[src/rtl/smb_bank_regs.sv]
module smb_bank_regs #(
  parameter logic [7:0] VERSION = 8'h81
) (
  input  logic       clk,
  input  logic       rst_n,
  input  logic       wr_en,
  input  logic       rd_en,
  input  logic [4:0] addr,
  input  logic [7:0] wdata,
  output logic [7:0] rdata,
  input  logic [7:0] st_set,
  input  logic [7:0] st_clr,
  input  logic [7:0] cst_set,
  input  logic       eob_set,
  input  logic       fifo_flag_set,
  input  logic       tx_thr_set,
  input  logic       rx_thr_set,
  input  logic       tmo_set,
  input  logic       scl_lvl,
  input  logic       sda_lvl,
  output logic       irq,
  output logic       start_req,
  output logic       stop_req,
  output logic       err_strobe
);
  localparam logic [4:0] O_DATA = 5'h00, O_STAT = 5'h02, O_BUS = 5'h04, O_CMD = 5'h06;
  localparam logic [4:0] O_SA0 = 5'h08, O_ENA = 5'h0A, O_SA1 = 5'h0C, O_CFG = 5'h0E;
  localparam logic [4:0] O_IRQS = 5'h18, O_EOB = 5'h19, O_VER = 5'h1F;
  localparam logic [4:0] O_B0D = 5'h1A, O_B0E = 5'h1B, O_SCLL = 5'h1C, O_FCTL = 5'h1D, O_SCLH = 5'h1E;
  localparam logic [4:0] O_FCS = 5'h10, O_FAIR = 5'h11, O_TXC = 5'h12, O_TMO = 5'h14;
  localparam logic [4:0] O_TXS = 5'h1A, O_RXS = 5'h1C, O_RXC = 5'h1E;
  localparam logic [7:0] STAT_W1C = 8'hBC;
  localparam int NXA = 8;

  logic [7:0] data_q, stat_q, bus_q, cmd_q, sa0_q, ena_q, sa1_q;
  logic [5:0] cfg_q;
  logic       eob_q, txthr_q, rxthr_q;
  logic [7:0] xa_q [NXA];
  logic [7:0] b0d_q, b0e_q, scll_q, sclh_q, fctl_q;
  logic [7:0] fcs_q, fair_q, txc_q, tmo_q, rxc_q;
  logic       undef;

  wire bank = cfg_q[5];
  wire b0 = !bank;
  wire w_data = wr_en && addr == O_DATA;
  wire w_stat = wr_en && addr == O_STAT;
  wire w_bus  = wr_en && addr == O_BUS;
  wire w_cmd  = wr_en && addr == O_CMD;
  wire w_sa0  = wr_en && addr == O_SA0;
  wire w_ena  = wr_en && addr == O_ENA;
  wire w_sa1  = wr_en && addr == O_SA1;
  wire w_cfg  = wr_en && addr == O_CFG;
  wire w_eob  = wr_en && addr == O_EOB;
  wire w_xa   = wr_en && b0 && addr[4:3] == 2'b10;
  wire w_b0d  = wr_en && b0 && addr == O_B0D;
  wire w_b0e  = wr_en && b0 && addr == O_B0E;
  wire w_scll = wr_en && b0 && addr == O_SCLL;
  wire w_fctl = wr_en && b0 && addr == O_FCTL;
  wire w_sclh = wr_en && b0 && addr == O_SCLH;
  wire w_fcs  = wr_en && bank && addr == O_FCS;
  wire w_fair = wr_en && bank && addr == O_FAIR;
  wire w_txc  = wr_en && bank && addr == O_TXC;
  wire w_tmo  = wr_en && bank && addr == O_TMO;
  wire w_txs  = wr_en && bank && addr == O_TXS;
  wire w_rxs  = wr_en && bank && addr == O_RXS;
  wire w_rxc  = wr_en && bank && addr == O_RXC;
  wire fifo_clr = w_fcs && wdata[6];
  wire disable_wr = w_ena && !wdata[0];

  assign irq = cmd_q[2] && ((cmd_q[6] && stat_q[2]) || stat_q[5] || stat_q[4] || stat_q[6] ||
                            (cmd_q[3] && eob_q) || (rxc_q[6] && rxthr_q) ||
                            (txc_q[6] && txthr_q) || (fcs_q[3] && fcs_q[1]));

  always_ff @(posedge clk) begin
    if (!rst_n) begin
      data_q <= '0; stat_q <= '0; bus_q <= 8'h10; cmd_q <= '0; sa0_q <= '0;
      ena_q <= '0; sa1_q <= '0; cfg_q <= '0; eob_q <= 1'b0;
      for (int i = 0; i < NXA; i++) xa_q[i] <= '0;
      b0d_q <= 8'h07; b0e_q <= '0; scll_q <= '0; sclh_q <= '0; fctl_q <= '0;
      fcs_q <= '0; fair_q <= '0; txc_q <= '0; tmo_q <= 8'h3F; rxc_q <= 8'h01;
      txthr_q <= 1'b0; rxthr_q <= 1'b0;
      start_req <= 1'b0; stop_req <= 1'b0; err_strobe <= 1'b0;
    end else begin
      if (w_data) data_q <= wdata;
      stat_q <= (stat_q & ~(w_stat ? (wdata & STAT_W1C) : 8'h00) & ~st_clr) | st_set;
      bus_q  <= (bus_q & ~(w_bus ? (wdata & 8'h02) : 8'h00)) | cst_set;
      if (w_cmd) cmd_q <= (wdata & 8'hEC) | (cmd_q & 8'h13);
      if (w_sa0) sa0_q <= wdata;
      if (w_ena) ena_q <= wdata;
      if (w_sa1) sa1_q <= wdata;
      if (w_cfg) cfg_q <= wdata[5:0];
      eob_q <= (eob_q && !(w_eob && wdata[7])) || eob_set;
      if (w_xa) xa_q[addr[2:0]] <= wdata;
      if (w_b0d) b0d_q <= wdata;
      if (w_b0e) b0e_q <= wdata;
      if (w_scll) scll_q <= wdata;
      if (w_sclh) sclh_q <= wdata;
      if (w_fctl) fctl_q <= {wdata[7:2], fctl_q[1] & ~wdata[1], fctl_q[0]};
      fcs_q <= {fcs_q[7] & ~(w_fcs & wdata[7]), 3'b000, w_fcs ? wdata[3] : fcs_q[3], 1'b0,
                (fcs_q[1] & ~(w_fcs & (wdata[1] | wdata[6]))) | fifo_flag_set, 1'b0};
      if (w_fair) fair_q <= wdata;
      if (w_txc) txc_q <= wdata;
      tmo_q <= {(w_tmo ? (~wdata[7] & tmo_q[7]) : tmo_q[7]) | tmo_set,
                w_tmo ? wdata[6:0] : tmo_q[6:0]};
      if (w_rxc) rxc_q <= {wdata[7:6], wdata[5] | rxc_q[5], wdata[4:0]};
      txthr_q <= (txthr_q && !(w_txs && wdata[6]) && !fifo_clr) || tx_thr_set;
      rxthr_q <= (rxthr_q && !(w_rxs && wdata[6]) && !fifo_clr) || rx_thr_set;
      if (disable_wr) begin
        cmd_q <= '0; stat_q <= '0; bus_q <= '0; eob_q <= 1'b0;
        fcs_q[1] <= 1'b0; txthr_q <= 1'b0; rxthr_q <= 1'b0;
      end
      start_req  <= w_cmd && wdata[0];
      stop_req   <= w_cmd && wdata[1];
      err_strobe <= (wr_en || rd_en) && undef;
    end
  end

  always_comb begin
    rdata = '0;
    undef = 1'b0;
    case (addr)
      O_DATA: rdata = data_q;
      O_STAT: rdata = stat_q;
      O_BUS:  rdata = bus_q;
      O_CMD:  rdata = cmd_q;
      O_SA0:  rdata = sa0_q;
      O_ENA:  rdata = ena_q;
      O_SA1:  rdata = sa1_q;
      O_CFG:  rdata = {scl_lvl, sda_lvl, cfg_q};
      O_IRQS: rdata = {irq, 7'b0};
      O_EOB:  rdata = {eob_q, 7'b0};
      O_VER:  rdata = VERSION;
      default: begin
        if (addr[4] == 1'b0) undef = 1'b1;
        else if (!bank) begin
          if (addr[3] == 1'b0) rdata = xa_q[addr[2:0]];
          else case (addr)
            O_B0D:  rdata = b0d_q;
            O_B0E:  rdata = b0e_q;
            O_SCLL: rdata = scll_q;
            O_FCTL: rdata = fctl_q;
            O_SCLH: rdata = sclh_q;
            default: undef = 1'b1;
          endcase
        end else begin
          case (addr)
            O_FCS:  rdata = fcs_q;
            O_FAIR: rdata = fair_q;
            O_TXC:  rdata = txc_q;
            O_TMO:  rdata = tmo_q;
            O_TXS:  rdata = {1'b0, txthr_q, 6'b0};
            O_RXS:  rdata = {1'b0, rxthr_q, 6'b0};
            O_RXC:  rdata = rxc_q;
            default: undef = 1'b1;
          endcase
        end
      end
    endcase
  end

  AST_STAT_W1C: assert property (@(posedge clk) disable iff (!rst_n)
    (w_stat && wdata[5] && !st_set[5]) |=> !stat_q[5]);
  AST_CMD_HOLD: assert property (@(posedge clk) disable iff (!rst_n)
    w_cmd |=> (cmd_q[4] == $past(cmd_q[4]) && cmd_q[0] == $past(cmd_q[0])));
  AST_START_SRC: assert property (@(posedge clk) disable iff (!rst_n)
    start_req |-> $past(wr_en && addr == O_CMD && wdata[0]));
  AST_IRQ_GATE: assert property (@(posedge clk) disable iff (!rst_n)
    (w_cmd && !wdata[2]) |=> !irq);
  AST_DISABLE_CLR: assert property (@(posedge clk) disable iff (!rst_n)
    disable_wr |=> (cmd_q == 8'h00 && stat_q == 8'h00 && bus_q == 8'h00 && !eob_q));
  AST_TMO_W1C: assert property (@(posedge clk) disable iff (!rst_n)
    (w_tmo && wdata[7] && !tmo_set) |=> !tmo_q[7]);
  AST_RXC_STICKY: assert property (@(posedge clk) disable iff (!rst_n)
    (w_rxc && rxc_q[5]) |=> rxc_q[5]);
endmodule

[config.mk]
export PLATFORM = sky130hd
export DESIGN_NAME = smb_bank_regs
export DESIGN_NICKNAME = d
export VERILOG_FILES = /design/src/rtl/smb_bank_regs.sv
export SDC_FILE = /design/constraint.sdc
export NUM_CORES = 1
export LEC_CHECK = 0
export ABC_AREA = 0
export BUFFER_PORTS_ARGS = -buffer_cell sky130_fd_sc_hd__buf_2
export CAP_MARGIN = 30
export CORE_MARGIN = 2
export CORE_UTILIZATION = 55
export CTS_CLUSTER_SIZE = 30
export DETAILED_ROUTE_END_ITERATION = 6
export GPL_TIMING_DRIVEN = 1
export PLACE_DENSITY_LB_ADDON = 0.05
export SETUP_SLACK_MARGIN = 0.1
export SKIP_LAST_GASP = 1
export SLEW_MARGIN = 30
export SYNTH_ARGS = -nofsm -noshare
export SYNTH_HDL_FRONTEND = slang
export SYNTH_SLANG_ARGS = --single-unit
export TNS_END_PERCENT = 5
[constraint.sdc]
create_clock -name clk -period 2.1 [get_ports clk]
set_input_delay 0.105 -clock clk [delete_from_list [all_inputs] [get_ports clk]]
set_output_delay 0.105 -clock clk [all_outputs]
set_load 0.02 [all_outputs]
* Word level (Yosys, flattened, before mapping)
Memories as Yosys holds them, arrays and structs flattened. Index checks and enable logic that the tools add are counted.
Word-level totals: bits in registers 147, memories kept 1, memory bits (writable) 64, logic and storage cells 163, input bits 48, output and inout bits 12
Cells by class: eq/ne operators 20, reduce and logical (&&, ||, !) cells 66, multiplexer cells 23, bitwise logic cells 24
Memory list:
- xa_q | depth 8, bits a word 8, rd ports 1, clocked after memory_dff 0, write ports 8, line 38 | logic [7:0] xa_q [NXA];
Operators with widths (number):
- one-hot mux 8 bit (11 select lines) | 1
- == test 5 bit, second input constant | 12
- one-hot mux 8 bit (7 select lines) | 1
- logical AND 1 bit | 43
- two-way mux 8 bit | 5
- one-hot mux 8 bit (5 select lines) | 1
- AND 8 bit | 3
- == test 5 x 4 -> 1 bit, second input constant | 4
- NOT 8 bit | 2
- OR 8 bit | 2
- two-way mux 1 bit | 12
- logical OR 1 bit | 11
- OR reduction 11 bit | 1
- == test 5 x 3 -> 1 bit, second input constant | 2
- NOT 2 -> 8 bit | 1
- OR 8 x 5 -> 8 bit | 1
- OR reduction 8 bit | 1
- OR reduction 7 bit | 1
- AND 1 bit | 6
- logical NOT 1 bit | 6
- == test 5 x 2 -> 1 bit, second input constant | 1
- logical NOT 5 bit | 1
- two-way mux 5 bit | 1
- NOT 1 bit | 5
- other kinds (6) | 9

* Logic depth before layout (Yosys ltp)
Gate-level depths: netlist of the first run.
depth after elaboration 10, mapped depth 9, mapped depth without buffers 5

* Least setup slack after synthesis of the first run
No wires, ideal clock.
path kind register to register, from register cfg_q[5], to memory xa_q[1][0] (enable), setup time 0.384 ns, clock period less this slack 1.930 ns, arrival time 1.546 ns, slack 0.170 ns, path buffers 1, data required time 1.716 ns, stages on the path, launching flop included 5, cell sequence dfxtp_1 clkbuf_1 nor3_1 nand2b_1 o21ai_0
RTL lines:
- start: declaration | line 36 | logic [5:0] cfg_q;
- start signal: assignment | line 91 | if (w_cfg) cfg_q <= wdata[5:0];
- end: declaration | line 38

* Worst setup path after layout of the first run
from memory xa_q[7][7], to output port rdata[7]
Between the ends: longest elaborated chain between the ends 5
Ends and longest elaborated chain:
- memory read (8 x 8 bit)
- two-way mux 8 bit | line 136 | if (addr[3] == 1'b0) rdata = xa_q[addr[2:0]];
- two-way mux 8 bit | line 135 | else if (!bank) begin
- two-way mux 8 bit | line 134 | if (addr[4] == 1'b0) undef = 1'b1;
- one-hot mux 8 bit (11 select lines) | line 121 | case (addr)
- end: declaration | line 10 | output logic [7:0] rdata,
Every way passes these cells.

==> metrics, run 1 <==
post-route insts no fill between 1000 and 1500; compound-cell area share of the yosys netlist roughly 11%; status finished, violations left; distinct cell type count after synthesis 72; Final ANT Viol Nets 0; GR Util All Layers 32.3%; final RePlAce weighted congestion 0.972; Max-Cap Viols 0; Yosys top cell by area dfxtp_1; worst hold margin 0.0511 ns; antenna violations before repair 1; Die H approximately 140 µm; Max clock buf depth 3; die area 0.0188 mm²; cell area after synthesis between 0.009 and 0.01 mm²; CP required ~2 ns; reg-to-reg endpoint xa_q[1][5]; Layout Area Growth over Synthesis 23.1%; Post-Synth Adder-Cell Area 0%; warnings from Yosys 0; Antenna Cells 0; simple-gate share of the synthesized area 23.6%; CP top delay family compound AO/OA/AOI/OAI gates; # DRC 0; RSZ-0062 raised after global routing yes; Mean Syn Cell Area slightly above 10 µm²; global-route wire length before repair 45.4 mm; worst-path maximum fanout 1; cts bufs inserted 22; slew margin rel. 53.6%; kind of critical path reg -> out; Biggest register xa_q; max reg flops 64; TritonCTS clock tree done; Area contributors post-synth dfxtp_1 28%, edfxtp_1 20%, mux2i_1 8.7%, nor2b_1 4.9%, and2_1 4.4%; CP Cell Sequence mux4_2 -> o22ai_4 -> a31oi_1 -> a211o_1 -> buf_6; layout cells sized above 1 roughly a quarter; synth cell count leaders 139 x dfxtp_1, 85 x mux2i_1, 81 x nand2_1; CP peak stage delay roughly 0.53 ns; Async S/R FF share, synth 0%; routed wire length per instance ~23 µm; Hold Path Sink sa1_q[3]; die width between 100 and 150 µm; top-count cell post-synth dfxtp_1; fin crit period roughly 2.3 ns; Setup crit start kind flip-flop; dpl hpwl between 20 and 25 mm; Leak ~4.6 nW; Max VDD drop between 0.7 and 0.8 mV; Seq/Total Area, Yosys slightly below 50%; failing checks negative setup slack; Hold Path Depth 3; Synth top area share ~28%; Tot Pwr about 0.009 W; TritonRoute pass-1 iters 6; Final Hold Viols 0; CP max-delay cell mux4_2; syn_nets around 1000; CP endpoint kind output port; setup violators final 8; WP data arrival approximately 2.2 ns; skew final just over 0.01 ns; Layout Nets roughly 1100; setup ws final -0.174 ns; Root Driver clkbuf_16; DP Cell Count ~1300; pin count of the biggest net entering global routing between 100 and 150; core box area roughly 0.017 mm²; CP bufs+invs 1; num ports 60; num rows 48; number of synthesized flops with an enable pin between 60 and 70; DR iter-0 viols 1048; htree depth 1; vias per cell slightly above 6; starting density of the core 56.3%; Vias between 8000 and 9000; Post-Synth XOR/XNOR Area less than 1%; mux share of post-synthesis cell area approximately 13%; worst reg-to-reg path cell count 5; CTS Sinks 203; actual slew at the worst max-slew pin approximately 0.70 ns; count of input and output buffers 59; Max Slew Vio Count 0; Detailed Route WL 30.1 mm; Reg clk slew, reported paths about 0.060 ns; Power Density roughly 750 mW/mm²; placement-stage worst setup slack -0.0523 ns; Post-Synthesis Cells approximately 950; gr ovfl total 0; fin crit share 108%; fmax approximately 0.44 GHz; clk_lat worst skew around 0.5 ns; min-delay src wr_en; reg2reg start cfg_q[5]; number of global-route vias before repair 7698; most common flop cell mapped by yosys dfxtp_1; flops & latches, synth 203; r2r setup slk roughly 0.30 ns; Layout fillers about 1300; largest family of logic cells by synthesized area simple AND/OR/NAND/NOR gates; Hold WC Path Type in -> reg
==> layout by cell type (no fill, tap or decap), types with 27 or more instances in the layout <==
master / netlist / layout
buf_2: 21 / 53
and2_1: 68 / 68
buf_4: 10 / 88
nor2b_1: 76 / 75
dlygate4sd3_1: 0 / 31
edfxtp_1: 64 / 64
mux2i_1: 85 / 85
nand2_1: 81 / 78
nor2_1: 47 / 46
nand3_1: 55 / 55
a21boi_0: 27 / 27
dfxtp_1: 139 / 137
==> area by class of cell <==
cell class / count / area (µm²) / area share [%]
multi-input cells: 660 / 4770 / 39.6
clock inverters: 5 / 53.8 / 0.447
repair buffers: 189 / 1490 / 12.4
clock buffers: 35 / 674 / 5.61
inverters: 14 / 52.6 / 0.437
flip-flops and latches: 203 / 4710 / 39.2
well taps: 225 / 282 / 2.34
==> metal layers <==
metal | global-route usage, % | share of wire (%) | vias up
met3 | 6.59 | 9.0 | 76
met5 | 0 | 0.043 | -
li1 | - | - | 3682
met1 | 45.3 | 42 | 3916
met4 | 11.6 | 3.7 | 2
met2 | 49.5 | 45 | 383
==> stage by stage <==
stage | utilization [%] | TNS, ns | instance area, µm²
2_1_floorplan | - | 0 | 9770
3_3_place_gp | 62.2 | -0.0714 | 10800
3_5_place_dp | 62.2 | -0.0523 | 10800
4_1_cts | 68.9 | -1.27 | 12000
5_1_grt | 69.3 | -1.43 | 12000
6_report | 69.3 | -1.01 | 12000
==> repair_timing <==
item / 4_1_cts / 5_1_grt
resized for setup: 29 / 15
pin swaps: 9 / 10
endpoints found under the setup margin: 8 / 8
hold buffers: 31 / 0
buffers inserted: 2 / 3
endpoints found under the hold margin: 23 / 0
gates cloned: 0 / 0
==> worst min-delay path: stages <==
cell and delay (ns):
buf_2 0.20, nand3_1 0.12, a21boi_0 0.07
==> worst max path at each step <==
| stage | cells after the start | from | slack [ns] | to |
|---|---|---|---|---|
| after global routing | 6 | b0d_q[2] | -0.20 | rdata[2] |
| after global placement | 9 | addr[0] | -0.07 | rdata[0] |
| final | 5 | xa_q[7][7] | -0.17 | rdata[7] |
| after detailed placement | 9 | addr[0] | -0.05 | rdata[0] |
| after CTS | 4 | xa_q[3][4] | -0.19 | rdata[4] |
| after floorplan | 4 | cfg_q[5] | 0.17 | xa_q[1][0] |
==> power breakdown <==
group	internal, W	switching, W	leakage (nW)
Clock	0.00233	0.00155	0.367
Sequential	0.00415	0.0000558	1.74
Combinational	0.000397	0.000518	2.46
==> cells by family (layout without fill, tap and decap cells) <==
| kind of cell | count (synthesis) | count (layout) |
|---|---|---|
| AND/OR/NAND/NOR | 402 | 402 |
| flip-flops | 203 | 203 |
| multiplexers | 106 | 106 |
| XOR/XNOR | 1 | 1 |
| AO/OA/AOI/OAI | 151 | 151 |
| buffers and inverters | 88 | 243 |
Note: power is estimated with default switching activity, not from simulation.
==> inputs of run 2 (changes only) <==
--- a/config.mk
+++ b/config.mk
@@ -13,7 +13,7 @@
 export CTS_CLUSTER_SIZE = 30
 export DETAILED_ROUTE_END_ITERATION = 6
 export GPL_TIMING_DRIVEN = 1
-export PLACE_DENSITY_LB_ADDON = 0.05
+export PLACE_DENSITY = 0.76
 export SETUP_SLACK_MARGIN = 0.1
 export SKIP_LAST_GASP = 1
 export SLEW_MARGIN = 30
==> run 2 against run 1 <==
Against the previous run:
- the flow still finishes with violations (negative setup slack)
- combinational power about the same
- sequential share of layout area down 0.66 points
- utilization up 1.2 points
- via count increased by 1.9%
- non-clock buffer count is 22 higher
- maximum frequency is 2.2% lower
- routed wire length fell by 0.44%
- clock skew is 0.0047 ns lower
- critical path type unchanged
- largest cell class unchanged
- highest routed layer is now met4
==> metrics, run 2 (synthesis gave the netlist of run 1 again) <==
Detailed Route WL 30.0 mm (was 30.1 mm); Max Slew Vio Count 0 (unchanged); num ports 60 (unchanged); num rows 48 (unchanged); htree depth 1 (unchanged); Die H 137 µm (unchanged); fmax 0.430 GHz (was 0.440 GHz); Biggest register xa_q (unchanged); CP max-delay cell mux4_2 (unchanged); WP data arrival 2.22 ns (was 2.17 ns); Max clock buf depth 3 (unchanged); DP Cell Count 1282 (was 1258); kind of critical path reg -> out (unchanged); Power Density 766 mW/mm² (was 748 mW/mm²); Layout Nets 1161 (was 1138); clk_lat worst skew 0.50 ns (about the same); commonest non-fill, non-tap cell in the layout dfxtp_1 (unchanged); Hold Path Depth 3 (unchanged); failing checks negative setup slack (unchanged); number of global-route vias before repair 8048 (was 7698); starting density of the core 56.3% (unchanged); global-route wire length before repair 45.9 mm (was 45.4 mm); reg2reg start cfg_q[5] (unchanged); fin crit period 2.33 ns (was 2.27 ns); skew final 0.00551 ns (was 0.0102 ns); reg-to-reg endpoint xa_q[7][1] (was xa_q[1][5]); post-route insts no fill 1354 (was 1331); TritonCTS clock tree done (unchanged); Final Util 70.5% (was 69.3%); Hold Path Sink tmo_q[4] (was sa1_q[3]); Final Hold Viols 0 (unchanged); setup ws final -0.226 ns (was -0.174 ns); Setup crit start kind flip-flop (unchanged); DR iter-0 viols 860 (was 1048); max reg flops 64 (unchanged); Tot Pwr 0.00937 W (was 0.00900 W); gr ovfl total 0 (unchanged); most frequent cells in the layout 137 x dfxtp_1, 114 x buf_4, 85 x mux2i_1 (was 137 x dfxtp_1, 88 x buf_4, 85 x mux2i_1); min-delay src wdata[4] (was wr_en); Leak 4.69 nW (was 4.56 nW); actual slew at the worst max-slew pin 0.671 ns (was 0.696 ns); CP Cell Sequence mux4_2 -> o22ai_4 -> a31oi_2 -> a211o_1 -> buf_6 (was mux4_2 -> o22ai_4 -> a31oi_1 -> a211o_1 -> buf_6); RSZ-0062 raised after global routing yes (unchanged); vias per cell 6.07 (was 6.05); setup violators final 8 (unchanged); CP peak stage delay 0.51 ns (was 0.53 ns); Post-DP Area 0.0110 mm² (was 0.0108 mm²); cts bufs inserted 23 (was 22); antenna violations before repair 0 (was 1); CP bufs+invs 1 (unchanged); # DRC 0 (unchanged); GR Util All Layers 32.2% (was 32.3%); CTS Sinks 203 (unchanged); worst-path maximum fanout 1 (unchanged); Hold WC Path Type in -> reg (unchanged); Max VDD drop 0.673 mV (was 0.741 mV); final RePlAce weighted congestion 1.02 (was 0.972); Vias 8215 (was 8059); status finished, violations left (unchanged); Max-Cap Viols 0 (unchanged); CP top delay family compound AO/OA/AOI/OAI gates (unchanged); TritonRoute pass-1 iters 6 (unchanged); die area 0.0188 mm² (unchanged); slew margin rel. 55.3% (was 53.6%); CP endpoint kind output port (unchanged); r2r setup slk 0.17 ns (was 0.30 ns); Final Cell Area 0.0122 mm² (was 0.0120 mm²); layout cells sized above 1 25.0% (was 23.3%); routed wire length per instance 22.1 µm (was 22.6 µm); Antenna Cells 0 (unchanged); core box area 0.0174 mm² (unchanged); Reg clk slew, reported paths 0.06 ns (about the same); fin crit share 111% (was 108%); die width 137 µm (unchanged); placement-stage worst setup slack -0.305 ns (was -0.0523 ns); Final ANT Viol Nets 0 (unchanged); count of input and output buffers 59 (unchanged); worst reg-to-reg path cell count 6 (was 5); dpl hpwl 20.2 mm (was 20.9 mm); CP required 2.00 ns (about the same); Layout Area Growth over Synthesis 25.2% (was 23.1%); pin count of the biggest net entering global routing 66 (was 124); Root Driver clkbuf_16 (unchanged)
==> run 2: changes by cell type in the layout (fill, tap and decap cells not counted), moves of 2 or more <==
| cell | delta |
|---|---|
| buf_6 | -4 |
| clkbuf_2 | -3 |
| buf_2 | +2 |
| buf_4 | +26 |
| clkinvlp_4 | +5 |
| a21oi_1 | +2 |
| bufinv_16 | +2 |
| nand2_1 | +3 |
| clkbuf_1 | -4 |
| nand2_2 | -3 |
| a21oi_2 | -2 |
==> run 2: worst min-delay path, cell delays in order <==
cell and delay, ns:
buf_2 0.22, nand2_1 0.11, nand3_1 0.06
==> run 2: what timing repair did <==
action                     4_1_cts  5_1_grt
hold buffers                    30        0
pin swaps                        2        8
buffers inserted                 1        1
resized for setup               12       21
hold endpoints to repair        22        0
setup endpoints to repair        8       14
==> run 2: through the flow <==
stage	setup TNS, ns	hold slack [ns]
after floorplan	0	0.221
after global placement	-0.304	0.305
after detailed placement	-0.412	0.314
after CTS	-1.70	0.0404
after global routing	-1.82	0.0565
final	-1.38	0.0600
==> run 2: worst max path at each step <==
stage / slack [ns] / to / startpoint / cells after the start
after floorplan: 0.17 / xa_q[1][0] / cfg_q[5] / 4
after global placement: -0.30 / rdata[0] / addr[1] / 8
after detailed placement: -0.30 / rdata[0] / addr[3] / 9
after CTS: -0.26 / rdata[7] / xa_q[1][7] / 5
after global routing: -0.27 / rdata[2] / b0d_q[2] / 6
final: -0.23 / rdata[7] / xa_q[1][7] / 5
==> run 2: layout make-up <==
class                      count  area (µm²)
clock buffer                  28         644
clock inverter                13         166
fill                        1225        5120
inverter                      14        52.6
multi-input combinational    660        4760
sequential                   203        4710
tap                          225         282
timing repair buffer         211        1620
==> run 2: power breakdown <==
part,switching [W],internal (W),total (W)
sequential,0.0000639,0.00415,0.00421
combinational,0.000521,0.000395,0.000916
clock,0.00166,0.00257,0.00424
total,0.00225,0.00712,0.00937
==> run 2: routing by layer <==
layer | part of all wire [%] | global-route usage (%) | vias up
met3 | 8.9 | 4.67 | 95
met4 | 4.3 | 12.8 | 0
met5 | 0 | 0 | -
li1 | - | - | 3735
met2 | 47 | 53.1 | 473
met1 | 40 | 42.8 | 3912
